[config.mk]
export PLATFORM = sky130hd
export DESIGN_NAME = jet_cluster_thresh
export DESIGN_NICKNAME = d
export VERILOG_FILES = /design/src/rtl/jet_cluster_thresh.sv
export SDC_FILE = /design/constraint.sdc
export NUM_CORES = 1
export LEC_CHECK = 0
export BUFFER_PORTS_ARGS = -buffer_cell sky130_fd_sc_hd__buf_2
export CAP_MARGIN = 20
export CELL_PAD_IN_SITES_DETAIL_PLACEMENT = 1
export CELL_PAD_IN_SITES_GLOBAL_PLACEMENT = 2
export CORE_MARGIN = 3
export CORE_UTILIZATION = 40
export CTS_CLUSTER_SIZE = 24
export DETAILED_ROUTE_END_ITERATION = 8
export GPL_TIMING_DRIVEN = 0
export PLACE_DENSITY_LB_ADDON = 0.1
export SLEW_MARGIN = 25
export SYNTH_ARGS = -nofsm -noshare
export SYNTH_HDL_FRONTEND = slang
export SYNTH_SLANG_ARGS = --single-unit
[constraint.sdc]
create_clock -name clk -period 20.2 [get_ports clk]
set_input_delay 5.05 -clock clk [delete_from_list [all_inputs] [get_ports clk]]
set_output_delay 5.05 -clock clk [all_outputs]
set_load 0.05 [all_outputs]
[src/rtl/jet_cluster_thresh.sv]
module jet_cluster_thresh #(
  parameter int SIDE = 4,
  parameter int W    = 10,
  parameter int NTHR = 8,
  parameter int AW   = $clog2(NTHR + 1)
) (
  input  logic                 clk,
  input  logic                 rst,
  input  logic                 in_valid,
  input  logic [SIDE*SIDE*W-1:0] in_elems,
  input  logic                 cfg_we,
  input  logic [AW-1:0]        cfg_addr,
  input  logic [W-1:0]         cfg_data,
  output logic [NTHR:0]        roi_o,
  output logic                 roi_valid_o
);
  localparam int NE = SIDE * SIDE;
  localparam int SW = W + $clog2(NE) + 1;
  localparam logic [W-1:0] FULL = {W{1'b1}};

  logic [W-1:0] noise_thr;
  logic [W-1:0] jet_thr [NTHR];
  logic [W-1:0] filt [NE];
  logic [NE-1:0] sat1;
  logic          v1;
  logic [SW-1:0] total;
  logic          over;
  logic [W-1:0]  csum;
  logic [NTHR-1:0] hit;
  logic          in_has_sat;

  always_ff @(posedge clk) begin
    if (rst) begin
      noise_thr <= '0;
      for (int i = 0; i < NTHR; i++) jet_thr[i] <= '0;
    end else if (cfg_we) begin
      for (int i = 0; i < NTHR; i++)
        if (cfg_addr == AW'(i)) jet_thr[i] <= cfg_data;
      if (cfg_addr == AW'(NTHR)) noise_thr <= cfg_data;
    end
  end

  for (genvar g = 0; g < NE; g++) begin : g_cut
    wire [W-1:0] raw = in_elems[g*W +: W];
    wire         is_sat = (raw == FULL);
    always_ff @(posedge clk) begin
      if (rst) begin
        filt[g] <= '0;
        sat1[g] <= 1'b0;
      end else if (in_valid) begin
        filt[g] <= is_sat ? FULL : ((raw > noise_thr) ? raw : '0);
        sat1[g] <= is_sat;
      end
    end
  end

  always_ff @(posedge clk) begin
    if (rst) v1 <= 1'b0;
    else     v1 <= in_valid;
  end

  always_comb begin
    total = '0;
    for (int i = 0; i < NE; i++) total = total + SW'(filt[i]);
  end

  assign over = (total > SW'(FULL));
  assign csum = over ? FULL : total[W-1:0];

  always_comb
    for (int i = 0; i < NTHR; i++) hit[i] = over | (csum > jet_thr[i]);

  always_ff @(posedge clk) begin
    if (rst) begin
      roi_o       <= '0;
      roi_valid_o <= 1'b0;
    end else begin
      roi_valid_o <= v1;
      if (v1) roi_o <= {|sat1, hit};
    end
  end

  always_comb begin
    in_has_sat = 1'b0;
    for (int i = 0; i < NE; i++)
      if (in_elems[i*W +: W] == FULL) in_has_sat = 1'b1;
  end

  p_stage1_r3: assert property (@(posedge clk) disable iff (rst)
    in_valid |=> v1);
  p_stage2_r3: assert property (@(posedge clk) disable iff (rst)
    v1 |=> roi_valid_o);
  p_hold_r3: assert property (@(posedge clk) disable iff (rst)
    !v1 |=> $stable(roi_o));
  p_clamp_all_r8: assert property (@(posedge clk) disable iff (rst)
    (v1 && over) |=> (&roi_o[NTHR-1:0]));
  p_sat_flag_r6: assert property (@(posedge clk) disable iff (rst)
    (in_valid && in_has_sat) |-> ##2 roi_o[NTHR]);
  p_reset_r10: assert property (@(posedge clk)
    $past(rst) |-> (roi_o == '0 && !roi_valid_o));
endmodule

After elaboration in Yosys (flattened, before gate mapping)

Memories as Yosys holds them, arrays and structs flattened.
Cells that the tools add are included.

Flip-flop bits (word level): 37
RAM bits: 240
Output and inout port bits: 10
Logic and storage cells: 215
Memories kept: 2

$add $sub $neg: 15
Magnitude comparators: 25
Equality and inequality tests: 24
Mux-type cells: 94
Bitwise logic cells: 32
Reductions and logical operators: 3

Memories:

| memory  | depth | bits a word | rd ports | clocked after memory_dff | write ports | line | text |
|---|---|---|---|---|---|---|---|
| filt    | 16    | 10          | 16       | 0                        | 16          | 23   | `logic [W-1:0] filt [NE];` |
| jet_thr | 8     | 10          | 8        | 0                        | 8           | 22   | `logic [W-1:0] jet_thr [NTHR];` |

Operators with widths:

| operator                                                        | number |
|---|---|
| 2-to-1 mux 10 bit                                               | 57 |
| greater-than comparator 10 bit                                  | 24 |
| == test 10 bit, second input constant                           | 16 |
| adder 15 x 10 -> 15 bit                                         | 10 |
| 2-to-1 mux 1 bit                                                | 37 |
| OR 1 bit                                                        | 32 |
| == test 4 x 3 -> 1 bit, second input constant                   | 4 |
| OR reduction 16 bit                                             | 1 |
| adder 14 x 10 -> 15 bit                                         | 1 |
| greater-than comparator 15 x 10 -> 1 bit, second input constant | 1 |
| adder 13 x 10 -> 14 bit                                         | 1 |
| adder 12 x 10 -> 13 bit                                         | 1 |
| adder 11 x 10 -> 12 bit                                         | 1 |
| adder 10 x 10 -> 11 bit                                         | 1 |
| == test 4 x 2 -> 1 bit, second input constant                   | 2 |
| == test 4 x 1 -> 1 bit, second input constant                   | 1 |
| == test 4 bit, second input constant                            | 1 |
| logical NOT 4 bit                                               | 1 |
| AND reduction 2 bit                                             | 1 |

Logic depth before layout (Yosys ltp)

Word-level depth: 19
Depth in mapped cells: 28
Mapped depth without buffers: 27

Worst setup path after synthesis

OpenSTA, ideal clock, no wires.

Path kind: input port to flip-flop
Start: in in_valid
End: mem filt[0][0], enable pin
Setup time: 512 ps
Data arrival time: 8444 ps
Data required time: 19688 ps
Slack: 11244 ps
Stages: 3
Buffers on the path: 1
Cells stage by stage: nor2_1 -> clkbuf_1 -> inv_1

RTL lines:

| item            | line | text |
|---|---|---|
| start, declared | 9    | `input logic in_valid,` |
| end, declared   | 23   |  |

==> metrics <==
gr usage total=23.53%; Hold Path Depth=1; HPWL after DPL=49,200 um; final worst-path cycle share=42.66%; fraction of registers with async set or reset after synthesis=0%; hold crit path type=reg2reg; Final setup viols=0; Mean Syn Cell Area=10.92 sq um; commonest non-fill, non-tap cell in the layout=inv_1; sequential cell area=0.007949 sq mm; Max-slew headroom=29.17%; Detailed Routing Iterations Pass 1=5; H-tree levels=1; Syn-to-layout area delta=13.49%; synthesis-stage register bit count=277; outcome=finished clean; postcts setup bufs=0; clk slew on worst S/H paths=0.06 ns; number of global-route vias before repair=16,220; Die W=233.4 um; most frequent cells in the layout=361 x inv_1, 263 x ha_1, 240 x edfxtp_1; post-DR vias/cell=5.348; # rows=82; Max FO, Critical Path=10; number of routed nets with antenna violations=0; core area=0.05058 sq mm; Max Cap Viol=0; sequential share of the synthesized area=38.42%; Ys Warns=0; FF-to-FF path depth=26; CTS tree=built; Worst setup EP type=register; CTS hold repair buffers=0; critical path's top delay family=adder cells; syn_nets=2,472; CP most frequent cell=fa_1; Mapped Cells=1,895; Hold Vio Cnt, Final=0; CP required=20.61 ns; Total Wirelength=63,300 um; vias=15,050; global route total overflow=0; clk root buf=clkbuf_16; clk buf depth=3; Crit path buffers/inverters=5; io pins=188; drt first-iter violations=763; Slew Limit Fails=0; Fill cells=5,589; Worst path max stage delay=0.57 ns; Max stage delay cell, worst path=fa_1; initial antenna violation count=4; DRC=0; Worst Max-Slew Pin Slew=1.062 ns; clock skew=0.02605 ns; wire per inst=22.49 um; Routability Congestion=0.8574; Distinct cells, synth=57; Worst Path Arrival=9.03 ns; Post-synth EDFFs=240; final setup TNS=0 ns; dominant synthesized flop cell=edfxtp_1; critical path launch point type=register; FMAX=0.1160 GHz; final period demand of the worst path=8.617 ns; clock buffer count from CTS=31; mapped cell area=0.02069 sq mm; multi-input logic area=0.01114 sq mm; pin count of the biggest net entering global routing=83; critical path class=reg2reg; die area=0.05448 sq mm; critical path depth=26; first-pass GRT wire length=96,300 um; Worst-Skew Late Latency=0.58 ns; Final #Nets=2,694; post_cts resized=0; Die Ht=233.4 um; Starting Density=40.90%; # clock sinks=277; Port Buffers=187; RSZ-0062 raised after global routing=false; ratio of cells with drive above 1 in the final layout=18.39%
[kinds of logic (layout without fill, tap and decap cells)]
logic type / count (synthesis) / after routing / share of synthesized area [%]
compound gates: 398 / 398 / 14.82
xor+xnor: 6 / 6 / 0.2541
fa+ha+maj: 399 / 399 / 29.07
buf+inv: 422 / 669 / 7.724
flops: 277 / 277 / 38.42
mux: 10 / 10 / 0.4839
other cells: 0 / 1 / 0
simple gates: 383 / 383 / 9.224
[layer usage]
layer / routed length, um / up-vias / track usage, % / part of all wire, %
li1: - / 7179 / - / -
met1: 27540 / 7560 / 29.74 / 44
met2: 31730 / 230 / 42.04 / 50
met3: 1875 / 79 / 2.939 / 3.0
met4: 2113 / 6 / 7.192 / 3.3
met5: 41 / - / 0 / 0.065
[cell type report]
class                   count  area share [%]
inverters                 371           5.964
multi-input cells        1196           47.46
clock buffers              38           3.416
clock inverters            20          0.6182
well taps                 672           3.582
diodes                      1         0.01066
plain buffers              51          0.8741
flip-flops and latches    277           33.86
repair buffers            189           4.221
[final timing paths]
| path | slack, ns | to | from |
|---|---|---|---|
| worst max register to register | 11.58 | roi_o[5] | filt[1][62] |
| worst min register to register | 0.46 | sat1[14] | sat1[14] |
| worst max-delay path | 11.58 | roi_o[5] | filt[1][62] |
| worst min-delay path | 0.46 | sat1[14] | sat1[14] |
[flip-flops by register name (all words and copies together) (netlist names)]
| name | count |
|---|---|
| roi_o | 9 |
| jet_thr | 80 |
| roi_valid_o | 1 |
| v1 | 1 |
| filt | 160 |
| noise_thr | 10 |
| sat1 | 16 |
[stage by stage]
step,hold slack (ns),setup slack [ns],cells,instance area [sq um],utilization [%]
floorplan,0.4269,11.24,1895,20690,-
global placement,0.4376,9.514,2754,22460,44.41
detailed placement,0.4461,11.61,2756,22530,44.54
CTS,0.4602,11.55,2814,23470,46.41
global route,0.4748,11.22,2815,23480,46.41
finish,0.4570,11.58,2815,23480,46.41
[cell usage after synthesis, types with 4 or more instances]
cell	instances	area [sq um]
o21a_1	17	127.6
and3_1	10	62.56
a221oi_2	5	75.07
buf_2	5	25.02
edfxtp_1	240	7207
a31oi_1	9	56.30
or3b_2	4	35.03
a41oi_1	7	61.31
a221oi_1	6	52.55
nand3_1	36	180.2
inv_1	371	1393
a31o_2	131	1147
nor2_1	104	390.4
or4_1	4	30.03
nor2b_1	17	106.4
nand2_1	88	330.3
ha_1	263	3291
o21bai_1	13	97.59
dfxtp_1	37	740.7
a211oi_1	14	105.1
o211ai_1	12	90.09
mux2i_1	10	100.1
a21oi_1	46	230.2
a21o_1	80	600.6
nand2b_1	19	118.9
fa_1	136	2723
o32ai_1	5	43.79
clkbuf_1	44	165.2
nor4_1	34	212.7
o21ai_0	28	140.1
nand4_1	48	300.3
a211o_1	7	61.31
nor3_1	4	20.02
[worst reg2reg max path, delay by kind of cell (launching register included)]
| kind | cells | cell delay, ns |
|---|---|---|
| adder cells (fa/ha/maj) | 9 | 4.36 |
| AO/OA/AOI/OAI | 7 | 1.66 |
| AND/OR/NAND/NOR | 5 | 1.47 |
| buffers and inverters | 5 | 0.53 |
| flip-flops | 1 | 0.40 |
Power is left out: the tool's default activity adds up to more than one toggle a clock period on the data nets, which glitch-free logic cannot reach.
